===== src/rtl/dbr_pkg.sv =====
// Shared constants for the dual-port bank router.
// Assumes two banks and the fixed 4-bit device code.
package dbr_pkg;
    localparam int NBANK    = 2;
    localparam int BSEL_W   = $clog2(NBANK);
    localparam int WORD_W   = 8;
    localparam int DATA_W   = 8;
    localparam int DEV_W    = 7;
    localparam int SUB_W    = 3;
    localparam int CODE_W   = DEV_W - SUB_W;
    localparam logic [CODE_W-1:0] DEV_CODE = 4'b1010;
    localparam int PRI_BANK = 0;
    localparam int SEC_BANK = 1;

    // Mode encoding carried on the registered mode flag
    typedef enum logic {
        MODE_SPLIT  = 1'b0,
        MODE_MERGED = 1'b1
    } dbr_mode_e;
endpackage


===== src/rtl/dbr_mode_reg.sv =====
// Mode register: samples the active-low mode pin into a flag.
// Loads during reset, then only when the caller reports full idleness.
// Assumes idle_i already folds in port activity and bank write cycles.
module dbr_mode_reg
    import dbr_pkg::*;
(
    input  logic clk_i,
    input  logic rst_n_i,
    input  logic mode_n_i,
    input  logic idle_i,
    output logic comb_o
);
    dbr_mode_e mode_q;

    // Sample the pin at reset or whenever everything is quiet
    always_ff @(posedge clk_i) begin
        if (!rst_n_i) begin
            mode_q <= mode_n_i ? MODE_SPLIT : MODE_MERGED;
        end else if (idle_i) begin
            mode_q <= mode_n_i ? MODE_SPLIT : MODE_MERGED;
        end
    end

    assign comb_o = (mode_q == MODE_MERGED);
endmodule


===== src/rtl/dbr_addr_match.sv =====
// Device-address matcher for one port.
// PRIMARY=1: port that survives merged mode (sub-address upper bits
// ignored, bit 0 is A8, needs every bank free). PRIMARY=0: port that
// only exists in split mode. Combinational; assumes dev_i is stable
// while vld_i is high.
module dbr_addr_match
    import dbr_pkg::*;
#(
    parameter logic [SUB_W-1:0] OWN_SUB  = '0,
    parameter bit               PRIMARY  = 1'b1,
    parameter int               OWN_BANK = PRI_BANK
) (
    input  logic             comb_i,
    input  logic             vld_i,
    input  logic [DEV_W-1:0] dev_i,
    input  logic [NBANK-1:0] wbusy_i,
    output logic             hit_o
);
    logic code_ok;
    logic sub_ok;
    logic own_free;
    logic all_free;

    // Split the device byte into code and sub-address checks
    always_comb begin
        code_ok  = (dev_i[DEV_W-1 -: CODE_W] == DEV_CODE);
        sub_ok   = (dev_i[SUB_W-1:0] == OWN_SUB);
        own_free = !wbusy_i[OWN_BANK];
        all_free = !(|wbusy_i);
    end

    generate
        if (PRIMARY) begin : g_primary
            // Merged: only the code matters; split: full sub-address
            always_comb begin
                if (comb_i) hit_o = vld_i && code_ok && all_free;
                else        hit_o = vld_i && code_ok && sub_ok && own_free;
            end
        end else begin : g_secondary
            // Secondary port is mute in merged mode
            always_comb begin
                hit_o = vld_i && !comb_i && code_ok && sub_ok && own_free;
            end
        end
    endgenerate
endmodule


===== src/rtl/dbr_bank_steer.sv =====
// Bank steering: routes port requests onto per-bank strobes, gates
// writes with write protect, and returns registered read data.
// Assumes banks present read data one cycle after an enabled access
// and that port 1 and port 2 never target the same bank in a cycle.
module dbr_bank_steer
    import dbr_pkg::*;
(
    input  logic                      clk_i,
    input  logic                      rst_n_i,
    input  logic                      comb_i,
    input  logic                      wp_n_i,
    input  logic                      p1_req_i,
    input  logic                      p1_we_i,
    input  logic [BSEL_W-1:0]         p1_sel_i,
    input  logic [WORD_W-1:0]         p1_word_i,
    input  logic [DATA_W-1:0]         p1_wdata_i,
    output logic [DATA_W-1:0]         p1_rdata_o,
    input  logic                      p2_req_i,
    input  logic                      p2_we_i,
    input  logic [WORD_W-1:0]         p2_word_i,
    input  logic [DATA_W-1:0]         p2_wdata_i,
    output logic [DATA_W-1:0]         p2_rdata_o,
    output logic [NBANK-1:0]          bk_en_o,
    output logic [NBANK-1:0]          bk_we_o,
    output logic [NBANK*WORD_W-1:0]   bk_addr_o,
    output logic [NBANK*DATA_W-1:0]   bk_wdata_o,
    input  logic [NBANK*DATA_W-1:0]   bk_rdata_i
);
    logic [DATA_W-1:0] rd_a [NBANK];
    logic [BSEL_W-1:0] p1_rsel_q;

    generate
        for (genvar b = 0; b < NBANK; b++) begin : g_bank
            logic              from1;
            logic              from2;
            logic              we_raw;
            logic [WORD_W-1:0] addr_b;
            logic [DATA_W-1:0] wdat_b;

            // Decide which port owns this bank in the current cycle
            always_comb begin
                from1 = p1_req_i && (p1_sel_i == BSEL_W'(b));
                from2 = (b == SEC_BANK) && p2_req_i && !comb_i;
            end

            // Mux the owning port's access onto the bank
            always_comb begin
                if (from1) begin
                    we_raw = p1_we_i;
                    addr_b = p1_word_i;
                    wdat_b = p1_wdata_i;
                end else begin
                    we_raw = from2 && p2_we_i;
                    addr_b = p2_word_i;
                    wdat_b = p2_wdata_i;
                end
            end

            assign bk_en_o[b]                     = from1 || from2;
            assign bk_we_o[b]                     = (from1 || from2) && we_raw && wp_n_i;
            assign bk_addr_o[b*WORD_W +: WORD_W]  = addr_b;
            assign bk_wdata_o[b*DATA_W +: DATA_W] = wdat_b;
            assign rd_a[b]                        = bk_rdata_i[b*DATA_W +: DATA_W];
        end
    endgenerate

    // Remember which bank port 1 read so the return data follows it
    always_ff @(posedge clk_i) begin
        if (!rst_n_i)      p1_rsel_q <= '0;
        else if (p1_req_i) p1_rsel_q <= p1_sel_i;
    end

    // Return paths: port 1 via stored select, port 2 fixed and muted when merged
    always_comb begin
        p1_rdata_o = rd_a[p1_rsel_q];
        p2_rdata_o = comb_i ? '0 : rd_a[SEC_BANK];
    end
endmodule


===== src/rtl/dbank_router.sv =====
// Dual-port bank router top: mode register, two device matchers,
// the port 1 A8 bank selector and the bank steering.
// Assumes external slave engines raise busy for a whole transaction
// and present memory requests only after a hit.
module dbank_router
    import dbr_pkg::*;
#(
    parameter logic [SUB_W-1:0] P1_SUB = 3'b000,
    parameter logic [SUB_W-1:0] P2_SUB = 3'b000
) (
    input  logic                    clk_i,
    input  logic                    rst_n_i,
    input  logic                    mode_n_i,
    input  logic                    wp_n_i,
    input  logic [NBANK-1:0]        wcyc_i,
    input  logic                    p1_busy_i,
    input  logic                    p1_dev_vld_i,
    input  logic [DEV_W-1:0]        p1_dev_i,
    output logic                    p1_hit_o,
    output logic                    p1_bank_o,
    output logic                    p1_wr_en_o,
    input  logic                    p1_req_i,
    input  logic                    p1_we_i,
    input  logic [WORD_W-1:0]       p1_word_i,
    input  logic [DATA_W-1:0]       p1_wdata_i,
    output logic [DATA_W-1:0]       p1_rdata_o,
    input  logic                    p2_busy_i,
    input  logic                    p2_dev_vld_i,
    input  logic [DEV_W-1:0]        p2_dev_i,
    output logic                    p2_hit_o,
    output logic                    p2_wr_en_o,
    input  logic                    p2_req_i,
    input  logic                    p2_we_i,
    input  logic [WORD_W-1:0]       p2_word_i,
    input  logic [DATA_W-1:0]       p2_wdata_i,
    output logic [DATA_W-1:0]       p2_rdata_o,
    output logic [NBANK-1:0]        bk_en_o,
    output logic [NBANK-1:0]        bk_we_o,
    output logic [NBANK*WORD_W-1:0] bk_addr_o,
    output logic [NBANK*DATA_W-1:0] bk_wdata_o,
    input  logic [NBANK*DATA_W-1:0] bk_rdata_i,
    output logic                    mode_comb_o
);
    logic              comb;
    logic              idle;
    logic [BSEL_W-1:0] a8_q;
    logic [BSEL_W-1:0] p1_sel;

    // Quiet when no port transaction and no bank write cycle is running
    always_comb begin
        idle = !p1_busy_i && (comb || !p2_busy_i) && !(|wcyc_i);
    end

    dbr_mode_reg u_mode (
        .clk_i   (clk_i),
        .rst_n_i (rst_n_i),
        .mode_n_i(mode_n_i),
        .idle_i  (idle),
        .comb_o  (comb)
    );

    dbr_addr_match #(
        .OWN_SUB (P1_SUB),
        .PRIMARY (1'b1),
        .OWN_BANK(PRI_BANK)
    ) u_match1 (
        .comb_i (comb),
        .vld_i  (p1_dev_vld_i),
        .dev_i  (p1_dev_i),
        .wbusy_i(wcyc_i),
        .hit_o  (p1_hit_o)
    );

    dbr_addr_match #(
        .OWN_SUB (P2_SUB),
        .PRIMARY (1'b0),
        .OWN_BANK(SEC_BANK)
    ) u_match2 (
        .comb_i (comb),
        .vld_i  (p2_dev_vld_i),
        .dev_i  (p2_dev_i),
        .wbusy_i(wcyc_i),
        .hit_o  (p2_hit_o)
    );

    // Capture A8 from the device byte on every port 1 hit
    always_ff @(posedge clk_i) begin
        if (!rst_n_i)      a8_q <= '0;
        else if (p1_hit_o) a8_q <= comb ? BSEL_W'(p1_dev_i[0]) : '0;
    end

    // Port 1 bank target: A8 in merged mode, its own bank otherwise
    always_comb begin
        p1_sel = comb ? a8_q : BSEL_W'(PRI_BANK);
    end

    dbr_bank_steer u_steer (
        .clk_i     (clk_i),
        .rst_n_i   (rst_n_i),
        .comb_i    (comb),
        .wp_n_i    (wp_n_i),
        .p1_req_i  (p1_req_i),
        .p1_we_i   (p1_we_i),
        .p1_sel_i  (p1_sel),
        .p1_word_i (p1_word_i),
        .p1_wdata_i(p1_wdata_i),
        .p1_rdata_o(p1_rdata_o),
        .p2_req_i  (p2_req_i),
        .p2_we_i   (p2_we_i),
        .p2_word_i (p2_word_i),
        .p2_wdata_i(p2_wdata_i),
        .p2_rdata_o(p2_rdata_o),
        .bk_en_o   (bk_en_o),
        .bk_we_o   (bk_we_o),
        .bk_addr_o (bk_addr_o),
        .bk_wdata_o(bk_wdata_o),
        .bk_rdata_i(bk_rdata_i)
    );

    assign p1_bank_o   = a8_q[0];
    assign p1_wr_en_o  = wp_n_i;
    assign p2_wr_en_o  = wp_n_i && !comb;
    assign mode_comb_o = comb;
endmodule


===== config.mk =====
export PLATFORM = sky130hd
export DESIGN_NAME = dbank_router
export DESIGN_NICKNAME = d
export VERILOG_FILES = /design/src/rtl/dbr_pkg.sv /design/src/rtl/dbr_mode_reg.sv /design/src/rtl/dbr_addr_match.sv /design/src/rtl/dbr_bank_steer.sv /design/src/rtl/dbank_router.sv
export SDC_FILE = /design/constraint.sdc
export NUM_CORES = 1
export LEC_CHECK = 0
export ABC_CLOCK_PERIOD_IN_PS = 4500
export BUFFER_PORTS_ARGS = -buffer_cell sky130_fd_sc_hd__buf_2
export CORE_MARGIN = 5
export CORE_UTILIZATION = 31
export DETAILED_ROUTE_END_ITERATION = 8
export PLACE_DENSITY = 0.88
export SLEW_MARGIN = 20
export SYNTH_ARGS = -nofsm -noshare
export SYNTH_HDL_FRONTEND = slang
export SYNTH_SLANG_ARGS = --single-unit

===== constraint.sdc =====
create_clock -name clk_i -period 4.5 [get_ports clk_i]
set_input_delay 0.675 -clock clk_i [delete_from_list [all_inputs] [get_ports clk_i]]
set_output_delay 0.675 -clock clk_i [all_outputs]
set_load 0.02 [all_outputs]

* Word level (Yosys, flattened, before mapping)
Index checks and enable logic that the tools add are counted.
Widths: inputs -> output; s select.
** Word-level totals
- Flip-flop bits (word level) :: 3
- Input port bits :: 76
- Logic and storage cells :: 55
** Operators by class
- Order comparisons :: 1
- Equal/unequal tests :: 3
- Multiplexer cells :: 16
- Bitwise operators :: 2
- Reductions and logical operators :: 30
** Operators by type and width (count)
- $mux 8 :: 8
- $logic_and 1x1->1 :: 19
- $eq 4x4->1 const B :: 2
- $mux 1 :: 8
- $logic_not 1->1 :: 6
- $logic_not 3->1 :: 2
- $ge 2x2->1 const B :: 1
- $logic_or 1x1->1 :: 2
- $ne 2x1->1 const B :: 1
- $not 1->2 :: 1
- $reduce_or 2->1 :: 1
- $not 1->1 :: 1

* Logic depth before layout (Yosys ltp)
Gate-level depths: netlist (run 1).
- Depth after elaboration :: 6
- Gate-level depth with buffers :: 5
- Gate-level depth less buffers :: 3

* Hierarchy
Synthesis (run 1) repeated with hierarchy kept, for this count alone.
** Second synthesis, totals
- Cells, all modules :: 86
- Area total of the unflattened synthesis :: 923.4 um2
** By module, submodules not included
- dbr_bank_steer :: instances 1, cells each 66, area an instance 725.7 um2, sequential area each 20.0 um2
- dbank_router :: instances 1, cells each 9, area an instance 80.1 um2, sequential area each 20.0 um2
- dbr_addr_match (u_match1) :: instances 1, cells each 5, area an instance 43.8 um2, sequential area each 0.0 um2
- dbr_mode_reg :: instances 1, cells each 3, area an instance 40.0 um2, sequential area each 30.0 um2
- dbr_addr_match (u_match2) :: instances 1, cells each 3, area an instance 33.8 um2, sequential area each 0.0 um2

* Least setup slack after synthesis (run 1)
Ideal clock, no wire load.
- Kind :: input port to output port
- Start :: input port p2_dev_i[5]
- End :: output port p2_hit_o
- Arrival :: 1654 ps
- Slack :: 2171 ps
- Stages on the path :: 2
- Path buffers :: 0
- Path through :: or4bb_1 > nor4_2
** On the way
- Word-level cells in the longest chain between the ends :: 4
** RTL lines
- from (decl) :: RTL line dbank_router.sv:29 : input logic [DEV_W-1:0] p2_dev_i,
- $eq 4x4->1 :: RTL line dbr_addr_match.sv:26 : code_ok = (dev_i[DEV_W-1 -: CODE_W] == DEV_CODE);
- $logic_and 1x1->1 (3 in a row) :: RTL line dbr_addr_match.sv:42 : hit_o = vld_i && !comb_i && code_ok && sub_ok && own_free;
- to (decl) :: RTL line dbank_router.sv:30 : output logic p2_hit_o,
Every way passes these cells.

* Final worst setup path (run 1)
- Start :: register u_mode.mode_q, in the netlist u_mode.comb_o
- End :: output port bk_wdata_o[0]
** On the way
- Word-level cells in the longest chain between the ends :: 4
** RTL lines
- from (decl) :: RTL line dbr_mode_reg.sv:13 : dbr_mode_e mode_q;
- from (signal assigned) :: RTL line dbr_mode_reg.sv:18 : mode_q <= mode_n_i ? MODE_SPLIT : MODE_MERGED;
- from (signal assigned) :: RTL line dbr_mode_reg.sv:20 : mode_q <= mode_n_i ? MODE_SPLIT : MODE_MERGED;
- $mux 1 :: RTL line dbank_router.sv:94 : p1_sel = comb ? a8_q : BSEL_W'(PRI_BANK);
- $not 1->1 :: RTL line dbr_bank_steer.sv:42 : from1 = p1_req_i && (p1_sel_i == BSEL_W'(b));
- $logic_and 1x1->1 :: RTL line dbr_bank_steer.sv:42
- $mux 8 :: RTL line dbr_bank_steer.sv:48 : if (from1) begin
- to (decl) :: RTL line dbank_router.sv:40 : output logic [NBANK*DATA_W-1:0] bk_wdata_o,
Every way passes these cells.

==> results of run 1 <==
[critical path: stages (launching register included)]
cell and delay, ns:
edfxtp_1 0.67, a21boi_4 0.66, mux2_2 0.42, buf_2 0.16
[cell type report]
type | instances | area (um2) | share of cell area [%]
Clock buffer | 4 | 26.3 | 1.72
Multi-Input combinational cell | 71 | 718 | 47.0
Inverter | 2 | 7.51 | 0.492
Sequential cell | 3 | 70.1 | 4.59
Tap cell | 31 | 38.8 | 2.54
Timing Repair Buffer | 133 | 666 | 43.6
[registers in the layout, summed over array words and instances, names as in the netlist]
name,flops
u_steer.p1_rsel_q,1
u_mode.comb_o,1
p1_bank_o,1
[Yosys cell counts, drive strengths merged (2+ instances only)]
master / instances / area, um2
o21ai: 2 / 10.0
nor2b: 10 / 62.6
inv: 2 / 7.51
nand3: 3 / 27.5
mux2: 40 / 477
nor4: 2 / 18.8
a21boi: 2 / 18.8
dfxtp: 2 / 40.0
buf: 6 / 63.8
clkbuf: 2 / 7.51
[metal layers]
layer	vias up	routed length, um	share of wire, %	global-route usage, %
met5	-	0	0	0
li1	570	-	-	-
met1	569	1230	35	16.0
met3	6	352	9.9	6.47
met4	0	44	1.2	3.71
met2	69	1920	54	34.2
[power by group through the flow]
stage                logic, W  registers [W]  clock network, W
detailed placement   0.000152      0.0000342                 0
CTS                  0.000152      0.0000338         0.0000488
global placement     0.000149      0.0000342                 0
global route         0.000163      0.0000343         0.0000507
finish               0.000151      0.0000340         0.0000466
floorplan           0.0000897      0.0000309                 0
[worst min path at each step]
| stage | from | end | cells past startpoint |
|---|---|---|---|
| 2_1_floorplan | p1_bank_o | p1_bank_o | 2 |
| 3_3_place_gp | p1_bank_o | p1_bank_o | 2 |
| 3_5_place_dp | p1_bank_o | p1_bank_o | 2 |
| 4_1_cts | p1_bank_o | p1_bank_o | 2 |
| 5_1_grt | p1_bank_o | p1_bank_o | 2 |
| 6_report | p1_bank_o | p1_bank_o | 2 |
[placed cells by master, fill, tap and decap left out]
master      n
buf_2     133
clkbuf_1    1
and2b_2     1
nor2_1      1
and3_1      1
edfxtp_1    1
nand3_1     2
o21ai_0     2
o2111a_1    1
nor2b_1    10
mux2_2     24
clkbuf_4    3
dfxtp_1     2
or4b_4      1
a21boi_0    1
inv_1       2
nand4_1     1
mux2_1      9
o22ai_1     1
or4bb_1     1
nand2_1     1
nor4b_1     1
nor4_1      1
nand3_4     1
mux2_4      7
a21boi_4    1
o41ai_1     1
nor4_2      1
nand3b_1    1
[logic make-up after synthesis]
family,Yosys count,share of synthesized area [%]
and+or+nand+nor,24,20.8
DFF,3,8.15
AOI/OAI and AO/OA,7,6.41
muxes,40,55.5
buffers and inverters,10,9.17
[through the flow]
stage / instances / setup slack, ns / power (W) / utilization (%) / hold slack [ns]
global route: 244 / 1.55 / 0.000248 / 56.3 / 0.626
floorplan: 84 / 2.17 / 0.000121 / - / 0.613
detailed placement: 240 / 1.56 / 0.000186 / 55.1 / 0.579
global placement: 240 / 1.61 / 0.000183 / 55.1 / 0.556
CTS: 244 / 1.36 / 0.000235 / 56.0 / 0.582
finish: 244 / 1.68 / 0.000231 / 56.3 / 0.600
==> flow_metrics.py, run 1 <==
metrics = {
    "placement": {
        "portBuffers": 133,
        "place_area_um2": 1490,
        "place_congestion": 0.755,
        "hpwl_um": 3160,
    },
    "pwr": {
        "power_frac_comb_pct": 65.2,
        "seqPwrFrac_pct": 14.7,
        "peakVddDrop_v": 0.000131,
        "p_clk_share_pct": 20.1,
        "p_int_w": 0.000135,
        "p_sw_w": 0.0000968,
        "switching_share_pct": 41.8,
        "p_leak_nw": 0.851,
        "pwr_density_cell_nw_per_um2": 152,
    },
    "floorplanning": {
        "die-area_um2": 3930,
        "die_x_um": 62.7,
        "start_util_pct": 31.7,
        "ios": 134,
        "die_h_um": 62.7,
        "core-area_um2": 2710,
        "rows": 19,
    },
    "worst_setup_path": {
        "path_max_fanout": 19,
        "timing.rr.end": "u_mode.comb_o",
        "r2r_cells": 2,
        "endpoint_kind": "primary output",
        "endpoint": "bk_wdata_o[0]",
        "critical_path_class": "reg2out",
        "crit_start": "u_mode.comb_o",
        "rrSetupSlack_ns": 2.79,
        "cp-start-kind": "flip-flop",
        "required_ns": 3.83,
        "reg2reg_from": "u_mode.comb_o",
        "worst_ep_arrival_time_ns": 2.15,
    },
    "global_routing": {
        "antenna_found_initial": 0,
        "grt_start_max_net_pins": 20,
        "track_usage_pct": 17.1,
        "grt_pass1_wl_um": 5710,
        "grt_overflow": 0,
        "grt_pass1_vias": 1335,
    },
    "logic_synthesis": {
        "synth_edf_count": 1,
        "synth_area_um2": 860,
        "synthArstFlopShare_pct": 0,
        "avgSynthCellArea_um2": 10.2,
        "syn_nets": 160,
        "syn_inst": 84,
        "seq_area_frac_synth_pct": 8.15,
        "synth_seq_cells": 3,
        "synth_ff_type": "dfxtp_1",
        "synth_cell_types": 30,
        "yosysWarnings": 0,
    },
    "sta": {
        "period_share_pct": 62.7,
        "hold_viol": 0,
        "clock_skew_ns": 0.000793,
        "max_slew_margin_pct": 54.8,
        "tightest_slew_ns": 0.677,
        "fin_crit_ns": 2.82,
        "max_freq_mhz": 354,
        "rsz0062_at_grt": "false",
        "final_max_slew_viol_count": 0,
        "setup_viol": 0,
        "fin_setup_tns_ns": 0,
    },
    "routing": {
        "post_drt_wl_per_cell_um": 14.6,
        "vias": 1214,
        "viasPerCell": 4.98,
        "drt_iter0_markers": 12,
        "drtPass1Iterations": 2,
        "drc": 0,
        "wl_um": 3550,
        "drtAntennaViolNets": 0,
    },
    "cts": {
        "numCtsBuffers": 3,
        "root_buffer": "clkbuf_4",
        "clock_latency_ns": 0.23,
        "clk_pin_slew_ns": 0.04,
        "clockBufferDepth": 2,
        "cts_tree": "done",
        "clock-sinks": 3,
        "post_cts_buffers": 0,
        "htreeDepth": 1,
        "hold_buffers": 0,
        "postCtsResizedCells": 0,
    },
    "job": {
        "cap_violations": 0,
    },
    "cells_and_area": {
        "diodes": 0,
        "nets": 290,
        "design_area_um2": 1530,
        "drive_above_1_share_pct": 80.8,
        "area_growth_syn_to_layout_pct": 77.6,
        "nFillCells": 273,
    },
    "min_path": {
        "hold_path.class": "reg2reg",
    },
    "status": {
        "status": "completed",
    },
}
No activity file was read; power rests on OpenSTA's default activity.
==> run 2, diff against run 1 <==
--- a/config.mk
+++ b/config.mk
@@ -5,12 +5,12 @@
 export SDC_FILE = /design/constraint.sdc
 export NUM_CORES = 1
 export LEC_CHECK = 0
-export ABC_CLOCK_PERIOD_IN_PS = 4500
+export ABC_CLOCK_PERIOD_IN_PS = 2280
 export BUFFER_PORTS_ARGS = -buffer_cell sky130_fd_sc_hd__buf_2
 export CORE_MARGIN = 5
-export CORE_UTILIZATION = 31
+export CORE_UTILIZATION = 26
 export DETAILED_ROUTE_END_ITERATION = 8
-export PLACE_DENSITY = 0.88
+export PLACE_DENSITY = 0.79
 export SLEW_MARGIN = 20
 export SYNTH_ARGS = -nofsm -noshare
 export SYNTH_HDL_FRONTEND = slang
==> constraint.sdc (replaced) <==
create_clock -name clk_i -period 2.28 [get_ports clk_i]
set_input_delay 0.342 -clock clk_i [delete_from_list [all_inputs] [get_ports clk_i]]
set_output_delay 0.342 -clock clk_i [all_outputs]
set_load 0.02 [all_outputs]
==> flow_metrics.py, run 2 (synthesis gave the netlist of run 1 again) <==
metrics = {
    "status": {
        "status": "completed",
    },
    "sta": {
        "setup_viol": 0,
        "tightest_slew_ns": 0.406,
        "max_freq_mhz": 482,
        "fin_setup_tns_ns": 0,
        "fin_crit_ns": 2.08,
        "layout_setup_ws_ns": 0.204,
        "clock_skew_ns": 0.00127,
        "period_share_pct": 91.0,
        "final_max_slew_viol_count": 0,
        "rsz0062_at_grt": "false",
        "max_slew_margin_pct": 72.5,
        "hold_viol": 0,
    },
    "floorplanning": {
        "rows": 20,
        "die_h_um": 67.5,
        "ios": 134,
        "die-area_um2": 4560,
        "start_util_pct": 27.7,
        "die_x_um": 67.5,
        "core-area_um2": 3100,
    },
    "routing": {
        "wl_met1_um": 1340,
        "drtPass1Iterations": 4,
        "drc": 0,
        "vias": 1212,
        "drt_iter0_markers": 22,
        "wl_met3_um": 353,
        "drtAntennaViolNets": 0,
        "post_drt_wl_per_cell_um": 14.5,
        "wl_um": 3750,
        "top_layer": "met4",
        "viasPerCell": 4.68,
        "wl_met2_um": 2040,
    },
    "global_routing": {
        "grt_overflow": 0,
        "track_usage_pct": 15.0,
        "grt_start_max_net_pins": 20,
        "grt_pass1_wl_um": 5330,
        "antenna_found_initial": 0,
        "grt_pass1_vias": 1273,
    },
    "pwr": {
        "p_clk_share_pct": 21.0,
        "p_sw_w": 0.000198,
        "p_leak_nw": 0.855,
        "seqPwrFrac_pct": 13.4,
        "pwr_density_cell_nw_per_um2": 300,
        "power_frac_comb_pct": 65.5,
        "switching_share_pct": 42.6,
        "peakVddDrop_v": 0.000253,
        "p_int_w": 0.000267,
    },
    "min_path": {
        "holdPathStages": 2,
        "hold_path.class": "in2reg",
    },
    "cts": {
        "clk_pin_slew_ns": 0.04,
        "hold_buffers": 0,
        "cts_tree": "done",
        "clock_latency_ns": 0.24,
        "htreeDepth": 1,
        "root_buffer": "clkbuf_4",
        "numCtsBuffers": 3,
        "clock-sinks": 3,
        "clockBufferDepth": 2,
        "postCtsResizedCells": 0,
        "post_cts_buffers": 0,
    },
    "worst_setup_path": {
        "required_ns": 1.94,
        "cp-start-kind": "flip-flop",
        "worst_ep_arrival_time_ns": 1.73,
        "path_max_fanout": 19,
        "r2r_cells": 3,
        "critical_path_class": "reg2out",
        "endpoint_kind": "primary output",
    },
    "cells_and_area": {
        "drive_above_1_share_pct": 80.9,
        "area_growth_syn_to_layout_pct": 80.3,
        "diodes": 0,
        "layout_commonest_cell": "buf_2",
        "nets": 292,
        "final_cell_mix": "buf_2, mux2_2, nor2b_1, mux2_1, mux2_4",
    },
    "job": {
        "cap_violations": 0,
    },
    "placement": {
        "place_congestion": 0.749,
        "preCtsSetupSlack_ns": 0.464,
        "hpwl_um": 3320,
        "portBuffers": 133,
    },
}
## run 2: power groups by stage
stage | registers, W | logic (W) | clock network, W
after global placement | 0.0000633 | 0.000303 | 0
after floorplan | 0.0000610 | 0.000177 | 0
final | 0.0000626 | 0.000305 | 0.0000979
after detailed placement | 0.0000634 | 0.000308 | 0
after CTS | 0.0000626 | 0.000309 | 0.000101
after global routing | 0.0000629 | 0.000327 | 0.000111
## run 2: final timing paths
kind	slack, ns	startpoint	endpoint
max	0.20	u_mode.comb_o	bk_wdata_o[1]
min	0.34	mode_n_i	u_mode.comb_o
min reg2reg	0.58	p1_bank_o	p1_bank_o
max reg2reg	0.72	u_mode.comb_o	u_mode.comb_o
## run 2: worst max-delay path, cell delays in order (launching register included)
cell and delay, ns:
edfxtp_1 0.48, a21boi_2 0.18, buf_4 0.29, mux2_2 0.38, buf_2 0.16
## run 2: layout make-up
cell class | count | area, um2
tap | 44 | 55.1
inverter | 2 | 7.51
fill | 301 | 1550
timing repair buffer | 135 | 681
sequential | 3 | 70.1
clock buffer | 4 | 26.3
multi-input combinational | 71 | 711
## run 2: per-layer routing
layer / track usage, % / vias up
met3: 4.99 / 4
met4: 2.78 / 0
met1: 14.5 / 558
li1: - / 576
met5: 0 / -
met2: 30.3 / 74
## run 2: per-stage QoR
step | std cells | hold slack (ns) | power [W] | area, um2 | util (%)
after floorplan | 84 | 0.473 | 0.000238 | 860 | -
after global placement | 255 | 0.565 | 0.000367 | 1520 | 49.1
after detailed placement | 255 | 0.576 | 0.000371 | 1520 | 49.1
after CTS | 259 | 0.335 | 0.000472 | 1550 | 50.0
after global routing | 259 | 0.337 | 0.000501 | 1550 | 50.0
final | 259 | 0.338 | 0.000466 | 1550 | 50.0
==> run 3, diff against run 2 <==
--- a/config.mk
+++ b/config.mk
@@ -10,7 +10,8 @@
 export CORE_MARGIN = 5
 export CORE_UTILIZATION = 26
 export DETAILED_ROUTE_END_ITERATION = 8
-export PLACE_DENSITY = 0.79
+export PLACE_DENSITY = 0.81
+export SKIP_LAST_GASP = 1
 export SLEW_MARGIN = 20
 export SYNTH_ARGS = -nofsm -noshare
 export SYNTH_HDL_FRONTEND = slang
==> flow_metrics.py, run 3 (synthesis gave the netlist of run 1 again) <==
metrics = {
    "status": {
        "status": "completed",
    },
    "global_routing": {
        "track_usage_pct": 16.1,
        "grt_pass1_wl_um": 5630,
        "grt_start_max_net_pins": 20,
        "grt_pass1_vias": 1282,
        "antenna_found_initial": 0,
        "grt_overflow": 0,
    },
    "worst_setup_path": {
        "endpoint_kind": "primary output",
        "crit_chain": "buf_4, nand3_4, mux2_1, buf_2",
        "rrSetupSlack_ns": 0.93,
        "cp-start-kind": "flip-flop",
        "worst_ep_arrival_time_ns": 1.73,
        "slowest_stage": "edfxtp_1",
        "r2r_cells": 2,
        "slowest_delay_ns": 0.46,
        "path_max_fanout": 17,
        "worst_path_dominant_cell_family": "flip-flops",
        "reg2reg_from": "u_mode.comb_o",
        "required_ns": 1.94,
        "critical_path_class": "reg2out",
        "timing.rr.end": "u_mode.comb_o",
        "cp_num_buf_inv": 2,
    },
    "pwr": {
        "pwr_density_cell_nw_per_um2": 297,
        "p_clk_share_pct": 19.8,
        "switching_share_pct": 42.0,
        "p_int_w": 0.000267,
        "seqPwrFrac_pct": 13.5,
        "power_frac_comb_pct": 66.7,
        "p_leak_nw": 0.855,
        "p_sw_w": 0.000193,
        "peakVddDrop_v": 0.000217,
    },
    "floorplanning": {
        "ios": 134,
        "rows": 20,
        "die_x_um": 67.5,
        "die_h_um": 67.5,
        "start_util_pct": 27.7,
        "die-area_um2": 4560,
        "core-area_um2": 3100,
    },
    "routing": {
        "post_drt_wl_per_cell_um": 14.9,
        "viasPerCell": 4.77,
        "drc": 0,
        "wl_um": 3850,
        "drt_iter0_markers": 23,
        "vias": 1235,
        "drtPass1Iterations": 4,
        "drtAntennaViolNets": 0,
    },
    "sta": {
        "clock_skew_ns": 0.000469,
        "rsz0062_at_grt": "false",
        "period_share_pct": 90.8,
        "fin_crit_ns": 2.07,
        "hold_viol": 0,
        "max_freq_mhz": 483,
        "final_max_slew_viol_count": 0,
        "tightest_slew_ns": 0.395,
        "max_slew_margin_pct": 73.3,
        "fin_setup_tns_ns": 0,
        "setup_viol": 0,
    },
    "cells_and_area": {
        "drive_above_1_share_pct": 80.9,
        "nets": 292,
        "nFillCells": 331,
        "layout_commonest_cell": "buf_2",
        "diodes": 0,
        "final_util_pct": 50.0,
        "area_growth_syn_to_layout_pct": 80.3,
        "final_cell_mix": "buf_2, mux2_2, nor2b_1, mux2_1, mux2_4",
    },
    "job": {
        "cap_violations": 0,
    },
    "min_path": {
        "hold_end": "u_mode.comb_o",
        "holdPathStages": 2,
        "hold_path.class": "in2reg",
        "worstHoldStart": "mode_n_i",
    },
    "cts": {
        "htreeDepth": 1,
        "root_buffer": "clkbuf_4",
        "clk_pin_slew_ns": 0.03,
        "clockBufferDepth": 2,
        "clock-sinks": 3,
        "numCtsBuffers": 3,
        "post_cts_buffers": 0,
        "hold_buffers": 0,
        "postCtsResizedCells": 0,
        "clock_latency_ns": 0.23,
        "cts_tree": "done",
    },
    "placement": {
        "portBuffers": 133,
        "hpwl_um": 3460,
        "place_congestion": 0.765,
    },
}
==> run 3: cell counts in the layout (fill, tap and decap cells not counted) <==
Identical to the previous run, type by type.
==> run 3: final cells by class <==
type	count	area (um2)	share of cell area [%]
Clock buffer	4	26.3	1.69
Multi-Input combinational cell	71	711	45.8
Timing Repair Buffer	135	681	43.9
Tap cell	44	55.1	3.55
Inverter	2	7.51	0.484
Sequential cell	3	70.1	4.52
==> run 3: worst reg2reg max path, cell delays in order (launching register included) <==
cell	delay [ns]
edfxtp_1	0.46
and2b_2	0.25
o41ai_1	0.31
==> run 3: worst max-delay path by stage <==
stage / start / end / slack (ns) / depth (start not counted)
after floorplan: u_mode.comb_o / p2_hit_o / 0.35 / 3
after global placement: p1_req_i / bk_wdata_o[0] / 0.46 / 5
after detailed placement: u_mode.comb_o / bk_addr_o[14] / 0.42 / 4
after CTS: u_mode.comb_o / bk_addr_o[14] / 0.17 / 4
after global routing: u_mode.comb_o / bk_addr_o[14] / 0.08 / 4
final: u_mode.comb_o / bk_wdata_o[8] / 0.21 / 4
==> run 3: power by group through the flow <==
stage | sequential (W) | clock [W] | combinational [W]
finish | 0.0000623 | 0.0000913 | 0.000307
global route | 0.0000627 | 0.000103 | 0.000331
CTS | 0.0000625 | 0.0000944 | 0.000311
detailed placement | 0.0000632 | 0 | 0.000310
global placement | 0.0000629 | 0 | 0.000305
floorplan | 0.0000610 | 0 | 0.000177
==> run 3: per-layer routing <==
metal  vias up  GRT usage, %  share of wire [%]
met5         -             0                  0
met1       560          13.8                 33
met4         0          7.34                2.7
met2        81          32.3                 54
met3        12          5.49                 10
li1        582             -                  -
==> run 3: stage by stage <==
step | hold slack [ns] | power, W | worst slack [ns] | cells | instance area (um2)
finish | 0.382 | 0.000461 | 0.209 | 259 | 1550
global route | 0.370 | 0.000497 | 0.0848 | 259 | 1550
CTS | 0.372 | 0.000468 | 0.170 | 259 | 1550
detailed placement | 0.572 | 0.000373 | 0.425 | 255 | 1520
global placement | 0.578 | 0.000367 | 0.465 | 255 | 1520
floorplan | 0.473 | 0.000238 | 0.347 | 84 | 860
